<file path="src/rtl/nand_addr_ser.sv">
module nand_addr_ser #(
  parameter int COL_W  = 12,
  parameter int PAGE_W = 6,
  parameter int BLK_W  = 13,
  parameter int MAX_CYC = 5
) (
  input  logic              clk,
  input  logic              rst_n,
  input  logic              start,
  input  logic              large_mode,
  input  logic              big_dev,
  input  logic              row_only,
  input  logic [COL_W-1:0]  col,
  input  logic [PAGE_W-1:0] page,
  input  logic [BLK_W-1:0]  blk,
  output logic [7:0]        io_out,
  output logic              addr_latch,
  output logic              byte_valid,
  output logic              done,
  output logic              half_sel
);
  localparam int SH_W  = 8 * MAX_CYC;
  localparam int CNT_W = $clog2(MAX_CYC + 1);

  logic [7:0] c0, c1, s1, s2, s3, r1, r2, r3;
  logic [SH_W-1:0] seq, sh;
  logic [CNT_W-1:0] nb, left;
  logic done_q, half_q, accept;

  assign c0 = col[7:0];
  assign c1 = {4'b0, col[11:8]};
  assign s1 = {blk[2:0], page[4:0]};
  assign s2 = blk[10:3];
  assign s3 = {6'b0, blk[12:11]};
  assign r1 = {blk[1:0], page[5:0]};
  assign r2 = blk[9:2];
  assign r3 = {7'b0, blk[10]};

  always_comb begin
    seq = '0;
    if (large_mode) begin
      if (row_only) seq[23:0] = {r3, r2, r1};
      else          seq[39:0] = {r3, r2, r1, c1, c0};
      nb = CNT_W'((row_only ? 0 : 2) + (big_dev ? 3 : 2));
    end else begin
      if (row_only) seq[23:0] = {s3, s2, s1};
      else          seq[31:0] = {s3, s2, s1, c0};
      nb = CNT_W'(row_only ? 3 : 4);
    end
  end

  assign accept = start && (left == '0);

  always_ff @(posedge clk) begin
    if (!rst_n) begin
      sh     <= '0;
      left   <= '0;
      done_q <= 1'b0;
      half_q <= 1'b0;
    end else if (accept) begin
      sh     <= seq;
      left   <= nb;
      done_q <= 1'b0;
      half_q <= !large_mode && col[8];
    end else if (left != '0) begin
      sh     <= sh >> 8;
      left   <= left - 1'b1;
      done_q <= (left == CNT_W'(1));
    end else begin
      done_q <= 1'b0;
    end
  end

  assign addr_latch = (left != '0);
  assign byte_valid = addr_latch;
  assign io_out     = addr_latch ? sh[7:0] : 8'h00;
  assign done       = done_q;
  assign half_sel   = half_q;

  // checking state
  logic [CNT_W-1:0] run_cnt, n_q;
  logic lg_q, ro_q;
  always_ff @(posedge clk) begin
    if (!rst_n) begin
      run_cnt <= '0;
      n_q     <= '0;
      lg_q    <= 1'b0;
      ro_q    <= 1'b0;
    end else if (accept) begin
      run_cnt <= '0;
      n_q     <= nb;
      lg_q    <= large_mode;
      ro_q    <= row_only;
    end else if (addr_latch) begin
      run_cnt <= run_cnt + 1'b1;
    end
  end

  p_rise_after_start_r1: assert property (@(posedge clk) disable iff (!rst_n)
    $rose(addr_latch) |-> $past(start));

  p_small_top_zero_r2: assert property (@(posedge clk) disable iff (!rst_n)
    (addr_latch && !lg_q && run_cnt == CNT_W'(ro_q ? 2 : 3)) |-> io_out[7:2] == 6'b0);

  p_half_stable_r3: assert property (@(posedge clk) disable iff (!rst_n)
    (addr_latch && $past(addr_latch)) |-> $stable(half_sel));

  p_large_col_pad_r4: assert property (@(posedge clk) disable iff (!rst_n)
    (addr_latch && lg_q && !ro_q && run_cnt == CNT_W'(1)) |-> io_out[7:4] == 4'b0);

  p_done_after_last_r7: assert property (@(posedge clk) disable iff (!rst_n)
    done |-> (!addr_latch && $past(addr_latch)));

  p_done_count_r7: assert property (@(posedge clk) disable iff (!rst_n)
    done |-> run_cnt == n_q);
endmodule

</file>
<file path="config.mk">
export PLATFORM = sky130hd
export DESIGN_NAME = nand_addr_ser
export DESIGN_NICKNAME = d
export VERILOG_FILES = /design/src/rtl/nand_addr_ser.sv
export SDC_FILE = /design/constraint.sdc
export NUM_CORES = 1
export LEC_CHECK = 0
export ABC_AREA = 0
export BUFFER_PORTS_ARGS = -buffer_cell sky130_fd_sc_hd__buf_2
export CAP_MARGIN = 40
export CORE_AREA = 5 5 80 82
export DETAILED_ROUTE_END_ITERATION = 10
export DIE_AREA = 0 0 85 87
export PLACE_DENSITY = 0.73
export SYNTH_ARGS = -nofsm -noshare
export SYNTH_HDL_FRONTEND = slang
export SYNTH_SLANG_ARGS = --single-unit
</file>
<file path="constraint.sdc">
create_clock -name clk -period 2.44 [get_ports clk]
set_input_delay 0.732 -clock clk [delete_from_list [all_inputs] [get_ports clk]]
set_output_delay 0.732 -clock clk [all_outputs]
set_load 0.005 [all_outputs]
</file>
* Word level (Yosys, flattened, before mapping) *
Cells that the tools add are included.

cells by class
  add/sub/neg operators = 2
  equal/unequal tests = 1
  muxes and demuxes = 15
  bitwise logic cells = 2
  reductions and logical operators = 7

operators by type and width
  cell                 number
  $mux 40              2
  $mux 24              2
  $mux 32              1
  $mux 8               2
  $mux 3               4
  $mux 9               1
  $mux 2               2
  $add 2x2->3          1
  $eq 3x1->1 const B   1
  $logic_not 3->1      1
  $reduce_bool 3->1    1
  $reduce_or 3->1      1
  $sub 3x1->3 const B  1
  $logic_and 1x1->1    2
  $not 1->1            2
  $reduce_bool 2->1    1
  $logic_not 1->1      1
  $mux 1               1

storage, ports and cells
  register bits after elaboration = 45
  bits of input ports = 37
  output and inout port bits = 12
  word-level logic and storage cells = 31

* Logic depth before layout (Yosys ltp) *
Gate-level depths: netlist of run 1.

  depth in word-level cells = 4
  depth in mapped cells = 8
  gate-level depth less buffers = 7

* Worst setup path before layout of run 1 *
No wires, ideal clock.

  path type = flip-flop to output port
  from = register left[0]
  to = output port io_out[0]
  data arrival time = 1.378 ns
  data required time = 1.708 ns
  slack = 0.330 ns
  stages on the path, launching flop included = 8
  buffers on the path = 2
  path through = dfxtp_1 > inv_1 > ha_1 > nor2b_4 > inv_2 > buf_2 > buf_2 > and2_1

between the ends
  longest elaborated chain between the ends = 2

ends and longest elaborated chain
  element                 RTL line  source
  start, declared         27        logic [CNT_W-1:0] nb, left;
  start signal, assigned  62        left <= nb;
  start signal, assigned  67        left <= left - 1'b1;
  $reduce_bool 3->1       74        assign addr_latch = (left != '0);
  named net addr_latch    17        output logic addr_latch,
  $mux 8                  76        assign io_out = addr_latch ? sh[7:0] : 8'h00;
  end, declared           16        output logic [7:0] io_out,

The timed path passes the listed nets, and every way through them passes these cells.

* Worst setup path in the final report of run 1 *
  from = register left[0]
  to = output port io_out[7]

between the ends
  longest elaborated chain between the ends = 2

ends and longest elaborated chain
  element            RTL line
  $reduce_bool 3->1  74
  $mux 8             76

Every way passes these cells.

==> impl_metrics.json, run 1 <==
{
  "cts_max_level": 2,
  "crit_type": "reg -> out",
  "tightest_slew_ps": 450.5,
  "die_w_um": 85,
  "die_h_um": 87,
  "yosysUniqueCellTypes": 41,
  "n_fill_cell": 586,
  "drc_errors": 0,
  "hold_buffers": 0,
  "post-route-min-period_ps": 2280,
  "crit_slowest_cell": "dfxtp_1",
  "wl_per_cell_um": 15.44,
  "start_kind": "flop",
  "insertion_delay_ps": 290,
  "ant_nets": 0,
  "slew_headroom_pct": 69.97,
  "hold_viol": 0,
  "synth_top_cell_area_share_pct": 35.21,
  "numClockSinks": 38,
  "syn_to_final_growth_pct": 18.76,
  "grtUsageTotal_pct": 15.35,
  "antenna_cells": 0,
  "drive_above_1_share_pct": 26.39,
  "synth_common_cells": "dfxtp_1, a21oi_1, mux2i_1",
  "total_power_mw": 2.455,
  "drtIter0Drc": 136,
  "postCtsSetupBuffers": 0,
  "path_clk_slew_ps": 70,
  "max-vdd-ir-drop_v": 0.0004479,
  "powerDensity_mw_per_mm2": 956.8,
  "gp_congestion": 0.8008,
  "async_flop_share_pct": 0,
  "synth_nets": 287,
  "detailed_place_hpwl_mm": 3.844,
  "yosys.area.top_type": "dfxtp_1",
  "dieArea_mm2": 0.007395,
  "critPathArrivalTime_ps": 1550,
  "fin_setup_tns_ps": 0,
  "clockRootBuffer": "clkbuf_8",
  "drt_pass1_iterations": 4,
  "core_area_mm2": 0.005675,
  "worstSetupEndpointType": "output port",
  "grt_overflow_total": 0,
  "avgSynthCellArea_um2": 8.748,
  "setup_viol": 0,
  "drv_slew": 0,
  "status": "completed",
  "io-pin-count": 49,
  "fmax_mhz": 438.7,
  "drt-vias-per-instance": 5.463,
  "antenna_found_initial": 0,
  "setup_ws_ps": 160.4,
  "num_vias": 1983,
  "ctsResizeCount": 1,
  "clock_skew_ps": 6.866,
  "synth.area.top_cells": "dfxtp_1, mux2i_1, a21oi_1, o21ai_0, nor2_1",
  "utilization_pct": 45.22,
  "cts_tree": "built",
  "hp-class": "reg -> reg",
  "initial_core_util_pct": 38.07,
  "synth.most_common_cell": "dfxtp_1",
  "grt_setup_unrepaired": "false",
  "cts_buffers": 5,
  "grt_first_pass_wirelength_mm": 9.156,
  "ys.flop_type": "dfxtp_1",
  "clk_path_buf_depth": 2,
  "grt_max_degree": 39,
  "fin_nets": 328,
  "synth_edf_count": 0,
  "syn_area_mm2": 0.002161,
  "p_leak_nw": 1.124,
  "synth_cells": 247,
  "yosysWarnings": 0,
  "grt_pass1_vias": 1923,
  "crit_path_max_incr_delay_ps": 340,
  "crit_path_max_fanout": 23,
  "drt_wl_total_mm": 5.603,
  "rows": 28,
  "period_share_pct": 93.43,
  "ys_seq_area_share_pct": 35.21,
  "dp_slack_ps": 250.7,
  "crit_required_ps": 1710,
  "path_cells": "inv_1 > ha_2 > nor2b_4 > inv_8 > and2_1 > buf_2",
  "synth_seq_cells": 38,
  "max_cap_viol_count": 0,
  "io_buffers": 48
}
[layer usage]
| layer | track usage (%) | part of all wire (%) | wire (µm) | vias to the layer above |
|---|---|---|---|---|
| li1 | - | - | - | 984 |
| met4 | 6.475 | 0.96 | 54 | 0 |
| met3 | 3.974 | 7.8 | 438 | 4 |
| met1 | 19.85 | 46 | 2553 | 937 |
| met2 | 24.22 | 46 | 2558 | 58 |
| met5 | 0 | 0 | 0 | - |
[cells by family after synthesis]
family,share of synthesized area (%)
muxes,14.48
buffers and inverters,6.948
and+or+nand+nor,15.23
DFF,35.21
AOI/OAI and AO/OA,26.40
adders and majority gates,1.737
[critical path, delay by kind of cell (launching register included)]
kind	cells	cell delay [ps]
adder cells (fa/ha/maj)	1	220
AND/OR/NAND/NOR	2	390
buffers and inverters	3	310
flip-flops	1	340
[report_power, final]
part           internal, mW  switching (mW)  leakage, nW  total (mW)
combinational         0.427           0.566        0.755       0.993
clock                 0.327           0.219       0.0573       0.546
sequential            0.822          0.0940        0.312       0.916
total                  1.58           0.879         1.12        2.46
[cell type report]
| type | count | area (µm²) | share of cell area (%) |
|---|---|---|---|
| multi-input cells | 180 | 1252 | 48.81 |
| flip-flops and latches | 38 | 760.7 | 29.64 |
| repair buffers | 56 | 312.8 | 12.19 |
| well taps | 75 | 93.84 | 3.657 |
| clock buffers | 6 | 82.58 | 3.218 |
| inverters | 7 | 33.78 | 1.316 |
| clock inverters | 1 | 30.03 | 1.170 |
[cell usage in the layout (no fill, tap or decap), types with 5 or more instances in the layout]
| master | count |
|---|---|
| o21ai_0 | 24 |
| nand2_1 | 6 |
| a22o_1 | 6 |
| clkbuf_8 | 6 |
| dfxtp_1 | 38 |
| nor2_1 | 15 |
| buf_4 | 7 |
| nor2b_1 | 6 |
| a21oi_1 | 34 |
| mux2i_1 | 29 |
| inv_1 | 5 |
| and2_1 | 8 |
| buf_2 | 48 |
[stage by stage]
stage          instances  area, µm²  hold slack [ps]
2_1_floorplan        247       2161            427.4
3_3_place_gp         356       2444            434.8
3_5_place_dp         356       2444            446.6
4_1_cts              363       2559            456.9
5_1_grt              363       2566            483.0
6_report             363       2566            456.9
[registers in the layout, indices dropped and copies added, names as in the netlist]
signal / flops
left: 3
half_sel: 1
done: 1
sh: 33
[path summary, 6_finish.rpt]
kind | start | end | slack [ps] | cells past startpoint
max | left[0] | io_out[7] | 160 | 6
min | sh[26] | sh[26] | 460 | 2
max reg2reg | left[0] | sh[32] | 420 | 7
min reg2reg | sh[26] | sh[26] | 460 | 2
Power figures use the tool's default switching activity.
==> inputs of run 2 (changes only) <==
clock period = 2.4 ns   (was 2.44 ns; I/O delays follow)
==> impl_metrics.json, run 2 (synthesis gave the netlist of run 1 again) <==
{
  "fin_nets": 331,
  "p_switching_mw": 0.9200,
  "powerDensity_mw_per_mm2": 951.9,
  "initial_core_util_pct": 38.07,
  "io-pin-count": 49,
  "core_area_mm2": 0.005675,
  "critPathArrivalTime_ps": 1560,
  "crit_slowest_cell": "dfxtp_1",
  "layout_commonest_cell": "buf_2",
  "num_vias": 1992,
  "grt_first_pass_wirelength_mm": 9.328,
  "clock_skew_ps": 5.452,
  "start_kind": "flop",
  "drt_wl_total_mm": 5.683,
  "gp_congestion": 0.7977,
  "syn_to_final_growth_pct": 18.41,
  "antenna_found_initial": 0,
  "rows": 28,
  "detailed_place_hpwl_mm": 3.971,
  "period_share_pct": 94.89,
  "cts_max_level": 2,
  "drt-vias-per-instance": 5.428,
  "numClockSinks": 38,
  "fmax_mhz": 439.1,
  "grt_util_met1_pct": 20.00,
  "max_cap_viol_count": 0,
  "worstSetupEndpointType": "output port",
  "swShare_pct": 37.77,
  "largest_register": "sh",
  "crit_buf_inv": 3,
  "drv_slew": 0,
  "share_comb_of_total_power_pct": 42.4,
  "dieArea_mm2": 0.007395,
  "grt_overflow_total": 0,
  "crit_type": "reg -> out",
  "grt_setup_unrepaired": "false",
  "die_h_um": 87,
  "mostFrequentLayoutCells": "buf_2, dfxtp_1, a21oi_1",
  "setup_viol": 0,
  "drive_above_1_share_pct": 27.40,
  "ant_nets": 0,
  "insertion_delay_ps": 290,
  "p_leak_nw": 1.124,
  "dp_slack_ps": 247.4,
  "cp_top_family": "simple AND/OR/NAND/NOR gates",
  "grtUsageTotal_pct": 15.75,
  "rrSetupSlack_ps": 280,
  "drtIter0Drc": 128,
  "largestRegisters": "sh: 33 flops, left: 3 flops",
  "max-vdd-ir-drop_v": 0.0003388,
  "setup_ws_ps": 122.6,
  "die_w_um": 85,
  "slew_headroom_pct": 70.13,
  "final_cell_area_mm2": 0.002559,
  "tightest_slew_ps": 448.0,
  "io_buffers": 48,
  "seqPwrFrac_pct": 38.4,
  "grt_pass1_vias": 1923,
  "utilization_pct": 45.08,
  "antenna_cells": 0,
  "clk_path_buf_depth": 2,
  "crit_required_ps": 1680,
  "p_clk_share_pct": 19.2,
  "path_clk_slew_ps": 80,
  "hp-class": "reg -> reg",
  "fin_setup_tns_ps": 0,
  "clockRootBuffer": "clkbuf_8",
  "busiest_layer": "met2",
  "grt_max_degree": 39,
  "path_cells": "inv_1 > ha_2 > nor2b_4 > inv_8 > and2_1 > buf_2",
  "hold_buffers": 0,
  "cts_tree": "built",
  "grt_use_met3_pct": 3.974,
  "status": "completed",
  "internal_power_mw": 1.516,
  "wl_per_cell_um": 15.49,
  "crit_path_max_incr_delay_ps": 300,
  "cts_buffers": 5,
  "dpl_cell_area_mm2": 0.002446,
  "largest_register_ffs": 33,
  "post-route-min-period_ps": 2277,
  "crit_path_max_fanout": 22,
  "drc_errors": 0,
  "met2_usage_pct": 26.34,
  "hold_viol": 0,
  "drt_pass1_iterations": 4
}
-- run 2: through the flow --
stage | total power, mW | hold slack, ps | instances
4_1_cts | 2.425 | 453.6 | 366
3_3_place_gp | 1.904 | 434.9 | 358
6_report | 2.436 | 455.0 | 367
5_1_grt | 2.618 | 490.2 | 367
3_5_place_dp | 1.946 | 442.8 | 358
2_1_floorplan | 1.679 | 427.4 | 247
-- run 2: timing repair --
item                       CTS  global route
buffers inserted             0             1
gates resized for setup      1             4
cloned                       0             0
setup endpoints to repair    8             8
-- run 2: cell type report --
| type | count | area (µm²) |
|---|---|---|
| fillers | 603 | 3117 |
| well taps | 75 | 93.84 |
| inverters | 7 | 33.78 |
| multi-input cells | 180 | 1252 |
| repair buffers | 59 | 322.8 |
| clock inverters | 2 | 12.51 |
| clock buffers | 6 | 82.58 |
| flip-flops and latches | 38 | 760.7 |
-- run 2: per-layer routing --
metal,up-vias,routed length [µm]
met5,-,0
met4,0,47
met3,6,335
met2,42,2761
met1,956,2540
li1,988,-
-- run 2: path summary, 6_finish.rpt --
| kind | from | end | cells after the start |
|---|---|---|---|
| worst min-delay path | sh[26] | sh[26] | 2 |
| worst max register to register | left[1] | sh[30] | 8 |
| worst min register to register | sh[26] | sh[26] | 2 |
| worst max-delay path | left[1] | io_out[7] | 6 |
-- run 2: power by group through the flow --
stage | Clock [mW] | Combinational (mW) | Sequential, mW
final | 0.467 | 1.03 | 0.935
after global routing | 0.503 | 1.16 | 0.956
after CTS | 0.481 | 1.01 | 0.933
after detailed placement | 0 | 0.999 | 0.947
after global placement | 0 | 0.966 | 0.938
after floorplan | 0 | 0.756 | 0.923
-- run 2: worst min-delay path, cell delays in order, from the launching register on --
cell     delay, ps
dfxtp_1        310
nand2_1         50
a21oi_1         50
